File: config.mk
export PLATFORM = sky130hd
export DESIGN_NAME = acc_cpu
export DESIGN_NICKNAME = d
export VERILOG_FILES = /design/src/rtl/acc_cpu.sv
export SDC_FILE = /design/constraint.sdc
export NUM_CORES = 1
export LEC_CHECK = 0
export ABC_AREA = 1
export BUFFER_PORTS_ARGS = -buffer_cell sky130_fd_sc_hd__buf_2
export CORE_UTILIZATION = 62
export CTS_CLUSTER_DIAMETER = 30
export DETAILED_ROUTE_END_ITERATION = 8
export PLACE_DENSITY = 0.81
export SKIP_CTS_REPAIR_TIMING = 1
export SLEW_MARGIN = 15
export SYNTH_ARGS = -nofsm -noshare
export SYNTH_HDL_FRONTEND = slang
export SYNTH_SLANG_ARGS = --single-unit
File: constraint.sdc
create_clock -name clk -period 3.5 [get_ports clk]
set_clock_uncertainty 0.1 [all_clocks]
set_input_delay 0.7 -clock clk [delete_from_list [all_inputs] [get_ports clk]]
set_output_delay 0.7 -clock clk [all_outputs]
set_load 0.005 [all_outputs]
File: src/rtl/acc_cpu.sv
module acc_cpu #(
  parameter int DW = 16,
  parameter logic [DW-5:0] START_PC = 'h010,
  parameter logic [DW-5:0] ISR_PC = 'h001,
  parameter logic [DW-5:0] SLOT = 'h000
) (
  input  logic          clk,
  input  logic          rst_n,
  input  logic          irq,
  input  logic [DW-1:0] mem_rdata,
  output logic [DW-5:0] mem_addr,
  output logic [DW-1:0] mem_wdata,
  output logic          mem_we,
  output logic          halt
);
  localparam int AW = DW - 4;
  localparam int MW = DW - 1;

  typedef enum logic [3:0] {
    F_ADDR, F_WAIT, F_LATCH, DECODE, R_WAIT, R_LATCH, EXEC, WRITE, CHECK, ENTER, STOP
  } state_t;

  localparam logic [3:0] OP_HALT = 4'b0000;
  localparam logic [3:0] OP_LOAD = 4'b0001;
  localparam logic [3:0] OP_STORE = 4'b0010;
  localparam logic [3:0] OP_ADD = 4'b0101;
  localparam logic [3:0] OP_RET = 4'b1111;

  state_t state;
  logic [AW-1:0] pc, mar;
  logic [DW-1:0] ir, mbr, ac;
  logic ien;

  wire [3:0] op = ir[DW-1:DW-4];

  logic [MW-1:0] mag;
  logic sgn;
  always_comb begin
    if (ac[MW] == mbr[MW]) begin
      mag = ac[MW-1:0] + mbr[MW-1:0];
      sgn = ac[MW];
    end else if (ac[MW-1:0] >= mbr[MW-1:0]) begin
      mag = ac[MW-1:0] - mbr[MW-1:0];
      sgn = ac[MW];
    end else begin
      mag = mbr[MW-1:0] - ac[MW-1:0];
      sgn = mbr[MW];
    end
    if (mag == '0) sgn = 1'b0;
  end

  assign mem_addr = mar;
  assign mem_wdata = mbr;
  assign mem_we = (state == WRITE) || (state == ENTER);
  assign halt = (state == STOP);

  always_ff @(posedge clk or negedge rst_n) begin
    if (!rst_n) begin
      state <= F_ADDR;
      pc <= START_PC;
      mar <= '0;
      ir <= '0;
      mbr <= '0;
      ac <= '0;
      ien <= 1'b1;
    end else begin
      case (state)
        F_ADDR: begin
          mar <= pc;
          state <= F_WAIT;
        end
        F_WAIT: state <= F_LATCH;
        F_LATCH: begin
          ir <= mem_rdata;
          pc <= pc + 1'b1;
          state <= DECODE;
        end
        DECODE: begin
          mar <= ir[AW-1:0];
          case (op)
            OP_HALT: state <= STOP;
            OP_LOAD, OP_ADD: state <= R_WAIT;
            OP_STORE: begin
              mbr <= ac;
              state <= WRITE;
            end
            OP_RET: begin
              mar <= SLOT;
              state <= R_WAIT;
            end
            default: state <= CHECK;
          endcase
        end
        R_WAIT: state <= R_LATCH;
        R_LATCH: begin
          mbr <= mem_rdata;
          state <= EXEC;
        end
        EXEC: begin
          case (op)
            OP_LOAD: ac <= mbr;
            OP_ADD: ac <= {sgn, mag};
            OP_RET: begin
              pc <= mbr[AW-1:0];
              ien <= 1'b1;
            end
            default: ;
          endcase
          state <= CHECK;
        end
        WRITE: state <= CHECK;
        CHECK: begin
          if (ien && irq) begin
            mar <= SLOT;
            mbr <= {{(DW-AW){1'b0}}, pc};
            state <= ENTER;
          end else begin
            state <= F_ADDR;
          end
        end
        ENTER: begin
          pc <= ISR_PC;
          ien <= 1'b0;
          state <= F_ADDR;
        end
        default: state <= STOP;
      endcase
    end
  end
endmodule


==> results by group, run 1 <==
Status
  – Status: complete, no violations

Final layout
  – Area of the multi-input gates: 4320 um^2
  – Nets@finish: between 1,000 and 1,500
  – Storage element area: around 1900 um^2
  – Ant. Diodes: 0
  – Layout cell share with drive strength beyond 1: 11.4%
  – Area delta synth->final: 7.86%
  – Layout filler cell count: around 1,100

GRT
  – Global-route wire length before repair: ~34,000 um
  – Met1 GRT Util: a little under half
  – M2 GR Usage: between 50% and 60%
  – Initial antenna violation count: 0
  – Remaining Overflow, GRT: 0
  – Most crowded layer after global routing: met2
  – Largest net degree at the start of global routing: between 70 and 80
  – Number of global-route vias before repair: 6,831
  – Global Route Usage Sum: a little under two fifths
  – GR Util met3: 6.11%

Critical path
  – Critical-path cell list: inv_1, ha_1, inv_1, nor2_1, nand2_1, nor2_2, nor2_2, nand2_1, nor2_4, nand2_1, nand3_1, nand2_2, nor2_1, nand2_1, nor2_1, nand3_1, nand2_1, nand2_1, nand2_1, nand2_1
  – Setup CP Type: flip-flop to flip-flop
  – CP Capture Type: flip-flop
  – Critical Path AT: about 3.4 ns
  – CP peak stage delay: about 0.50 ns
  – Critical-path top delay cell: dfrtp_1
  – CP startpoint kind: flip-flop
  – Worst Path Required: 3.63 ns
  – Most common cell on crit path: nand2_1
  – Worst-path fanout max: 10

Route
  – Routed wire length per instance: 16.2 um
  – Initial DRC Count: 723
  – Via-to-Cell Ratio: approximately 5.7
  – DRT Wirelength: around 21,000 um
  – First-pass DRT Iterations: 6
  – Drt drc: 0
  – Via Count: ~7,500
  – Post-route ant nets: 0

Logic synthesis
  – Syn_area_per_cell: 6.36 um^2
  – Post-synth cell types: 45
  – Mapped cell area: ~7200 um^2
  – Post-synthesis sequential area ratio: 26.7%
  – Register bit count reported by yosys: 77
  – Post-Syn Nets: 1,206
  – Mapped Cells: ~1,100
  – Most used DFF post-synth: dfrtp_1
  – EDFF count, synth: 0
  – Synthesis warning total: 0
  – Async set or reset register ratio after synthesis: 100%

Clocking
  – TritonCTS clock tree: yes
  – Root Driver: clkbuf_16
  – Total CTS buffers: 9
  – Worst-path clk slew: roughly 0.06 ns
  – CTS Buffer Depth: 2
  – Worst skew pair latency: between 0.3 and 0.4 ns
  – Sink Count: 77
  – Clock H-tree levels: 3

Timing
  – Slew margin rel.: 34.7%
  – Final Cycle Share: roughly 94%
  – RSZ-0062 raised after global routing: false
  – Final Slew Violations: 0
  – Fin crit period: ~3.3 ns
  – Setup violators final: 0
  – Highest clock rate: 304 MHz
  – Worst-margin pin slew: roughly 1 ns
  – Setup TNS: 0 ns
  – Final Hold Viols: 0

Floorplan
  – Die area: ~12,000 um^2
  – Core area: between 10,000 and 15,000 um^2
  – IO Count: between 40 and 50
  – Die Ht: 110 um
  – Starting Density: a little under two thirds
  – Die X-Extent: 110 um
  – Row count: 39

Placed design
  – GP Congestion: slightly below 1
  – Dpl hpwl: approximately 17,000 um
  – IO Port Bufs: 48

Flow run
  – Max-cap check violation count: 0

Min path
  – Hold WC Path Type: primary input to asynchronous set/reset pin
-- cells in the mapped netlist, types with 15 or more instances --
cell type / number / area [um^2]
clkbuf_1: 15 / 56.3
nand2_2: 20 / 125
o21ai_0: 99 / 495
nor2_1: 88 / 330
inv_1: 182 / 683
a31oi_1: 20 / 125
ha_1: 48 / 601
nand2_1: 300 / 1130
nand3_1: 101 / 505
dfrtp_1: 75 / 1880
a21oi_1: 53 / 265
-- cells by family (layout without fill, tap and decap cells) --
group	after synthesis	in the layout	synth area share (%)
buf+inv	236	275	13.7
compound gates	203	203	15.4
flops	77	77	26.7
xor+xnor	11	11	1.33
fa+ha+maj	51	51	9.14
simple gates	558	558	33.7
-- final timing paths --
kind / start / end / slack (ns) / cells past startpoint
max in group asynchronous: rst_n / mem_wdata[4] / 2.24 / 1
worst min-delay path: rst_n / mem_wdata[12] / 0.38 / 1
min in group clk: ir[9] / ir[9] / 0.39 / 2
worst max register to register: mem_wdata[1] / ac[15] / 0.21 / 20
worst max-delay path: mem_wdata[1] / ac[15] / 0.21 / 20
worst min register to register: ir[9] / ir[9] / 0.39 / 2
-- worst max-delay path: cells and delay by family, from the launching register on --
family,cells,cell delay (ns)
buf+inv,2,0.34
simple gates,17,1.79
fa+ha+maj,1,0.43
flops,1,0.50
-- stage by stage --
step	hold WS (ns)	cells	setup slack, ns	cell area, um^2	util [%]
3_3_place_gp	0.366	1302	0.275	7500	66.0
3_5_place_dp	0.376	1302	0.265	7500	66.0
6_report	0.384	1318	0.207	7800	68.6
5_1_grt	0.410	1318	0.00547	7800	68.6
4_1_cts	0.390	1318	0.225	7790	68.5
2_1_floorplan	0.304	1136	0.995	7230	-
-- flip-flops by register name, indices dropped and copies added, names as in the netlist --
register   flops
pc            12
ir            16
mem_wdata     16
ac            16
mem_addr      12
state          4
ien            1
-- cells in the final DEF, fill, tap and decap left out, types with 3 or more instances in the layout --
master / netlist / final
nor2_2: 7 / 7
clkinv_1: 3 / 3
nand4_1: 14 / 14
o22ai_1: 14 / 14
fa_1: 3 / 3
nand2_1: 300 / 300
nand2_2: 20 / 20
nand3b_1: 3 / 3
nand3_1: 101 / 101
a31oi_1: 20 / 20
a21oi_1: 53 / 53
clkbuf_16: 0 / 9
dfrtp_1: 75 / 75
buf_4: 3 / 13
o2111ai_1: 3 / 3
buf_2: 5 / 47
o21ai_0: 99 / 99
nand2_4: 4 / 4
o211ai_1: 3 / 3
nor3_1: 10 / 10
inv_2: 14 / 14
xor2_1: 10 / 10
o21bai_1: 3 / 3
nor2_1: 88 / 88
ha_1: 48 / 46
inv_1: 182 / 182
-- layout make-up --
type | count | area share, %
multi-input cells | 823 | 55.3
flip-flops and latches | 77 | 24.7
inverters | 199 | 9.58
repair buffers | 60 | 4.27
clock buffers | 12 | 3.16
well taps | 143 | 2.29
clock inverters | 4 | 0.610
-- metal layers --
layer | share of wire, % | wire, um | up-vias
met2 | 45 | 9550 | 366
met1 | 41 | 8870 | 3384
met5 | 0 | 0 | -
li1 | - | - | 3683
met3 | 8.8 | 1880 | 72
met4 | 5.1 | 1100 | 0
Power of run 1 is left out: the tool's default activity adds up to more than one toggle a clock period on the data nets, which glitch-free logic cannot reach.
==> run 2: changes to the inputs <==
BUFFER_PORTS_ARGS = -buffer_cell sky130_fd_sc_hd__clkbuf_2   (was -buffer_cell sky130_fd_sc_hd__buf_2)
CORE_UTILIZATION = 25   (was 62)
PLACE_DENSITY = not set   (was 0.81)
==> results by group, run 2 (same netlist as run 1, synthesis figures left out) <==
Clocking
  – Total CTS buffers: 9
  – Worst skew pair latency: ~0.34 ns
  – TritonCTS clock tree: yes
  – Sink Count: 77
  – Clock H-tree levels: 3
  – CTS Buffer Depth: 2
  – Root Driver: clkbuf_16
  – Worst-path clk slew: ~0.06 ns

Final layout
  – Commonest non-fill, non-tap cell in the layout: nand2_1
  – Highest-count cells in the layout ignoring fill and taps: nand2_1 (300), inv_1 (182), nand3_1 (101), o21ai_0 (99), nor2_1 (87)
  – Nets@finish: 1,247
  – Layout cell share with drive strength beyond 1: a little under an eighth
  – Area delta synth->final: 12.6%
  – Storage element area: 1930 um^2
  – Area of the multi-input gates: 4320 um^2
  – Layout filler cell count: 3,203
  – Ant. Diodes: 0

Timing
  – Setup TNS: 0 ns
  – Highest clock rate: a little over 300 MHz
  – Slew margin rel.: approximately a third
  – Fin crit period: 3.21 ns
  – RSZ-0062 raised after global routing: false
  – Final Hold Viols: 0
  – Final Slew Violations: 0
  – Worst-margin pin slew: 0.987 ns
  – Setup violators final: 0
  – Final Cycle Share: about nine tenths

Route
  – Via-to-Cell Ratio: ~4.7
  – Routed wire length per instance: about 15 um
  – Via Count: 7,276
  – First-pass DRT Iterations: 5
  – DRT Wirelength: about 24,000 um
  – Post-route ant nets: 0
  – Drt drc: 0
  – Initial DRC Count: between 400 and 500

Critical path
  – Worst Path Required: about 3.6 ns
  – Worst reg-to-reg path cell count: 19
  – Critical path launch point: mem_wdata[5]
  – Critical Path AT: approximately 3.4 ns
  – CP startpoint kind: flip-flop
  – R2r setup slk: just under 0.3 ns
  – CP endpoint: ac[15]
  – Setup CP Type: flip-flop to flip-flop
  – CP Capture Type: flip-flop
  – Worst-path fanout max: 15
  – Reg-to-Reg End: ac[15]
  – Worst r2r src: mem_wdata[5]

Placed design
  – IO Port Bufs: 48
  – Dpl hpwl: ~19,000 um
  – GP Congestion: roughly 0.97

GRT
  – Number of global-route vias before repair: approximately 7,000
  – Initial antenna violation count: 0
  – Remaining Overflow, GRT: 0
  – Global Route Usage Sum: 16.7%
  – Largest net degree at the start of global routing: 78
  – Global-route wire length before repair: ~38,000 um

Floorplan
  – IO Count: between 40 and 50
  – Die Ht: between 150 and 200 um
  – Die X-Extent: approximately 170 um
  – Core area: between 20,000 and 30,000 um^2
  – Die area: between 20,000 and 30,000 um^2
  – Row count: between 60 and 70
  – Starting Density: between 20% and 30%

Flow run
  – Max-cap check violation count: 0

Min path
  – Hold Crit Start: ien
  – Hold WC Path Type: flip-flop to flip-flop

Status
  – Status: complete, no violations
## run 2: cell type report
class,instances,share of cell area [%]
Clock buffer,12,2.91
Clock inverter,4,0.630
Inverter,199,9.18
Multi-Input combinational cell,823,53.0
Sequential cell,77,23.7
Tap cell,378,5.81
Timing Repair Buffer,67,4.74
## run 2: critical path, stage by stage (launching register included)
cell and delay [ns]:
dfrtp_1 0.44, inv_1 0.12, ha_1 0.65, nand2_4 0.12
nor2_4 0.18, nand2_2 0.09, nor2_2 0.10, nor2_2 0.06
nand3_4 0.24, nand2_2 0.07, nand3_1 0.14, nand2_1 0.17
nor2_1 0.13, nand2_1 0.08, nor2_1 0.09, nand3_1 0.11
nand2_1 0.07, nand2_1 0.04, nand2_1 0.06, nand2_1 0.05
## run 2: through the flow
stage | instance area (um^2) | hold slack [ns] | utilization, % | cells | setup slack [ns]
after global routing | 8140 | 0.396 | 29.0 | 1560 | 0.0343
after global placement | 7850 | 0.369 | 27.9 | 1544 | 0.200
final | 8140 | 0.383 | 29.0 | 1560 | 0.290
after floorplan | 7230 | 0.304 | - | 1136 | 0.995
after CTS | 8130 | 0.386 | 29.0 | 1560 | 0.218
after detailed placement | 7850 | 0.371 | 27.9 | 1544 | 0.237
## run 2: worst min-delay path by stage
stage,end,slack (ns),cells after the start
floorplan,ac[0],0.30,0
global placement,ir[4],0.37,2
detailed placement,ien,0.37,2
CTS,ien,0.39,2
global route,ien,0.40,2
finish,ien,0.38,2
## run 2: per-layer routing
layer	vias to the layer above	wire length, um	GRT usage, %
met5	-	0	0
met4	0	880	6.69
met3	44	942	1.90
met2	194	10500	26.8
met1	3333	11300	22.7
li1	3705	-	-
Power of run 2 is left out for the same reason.
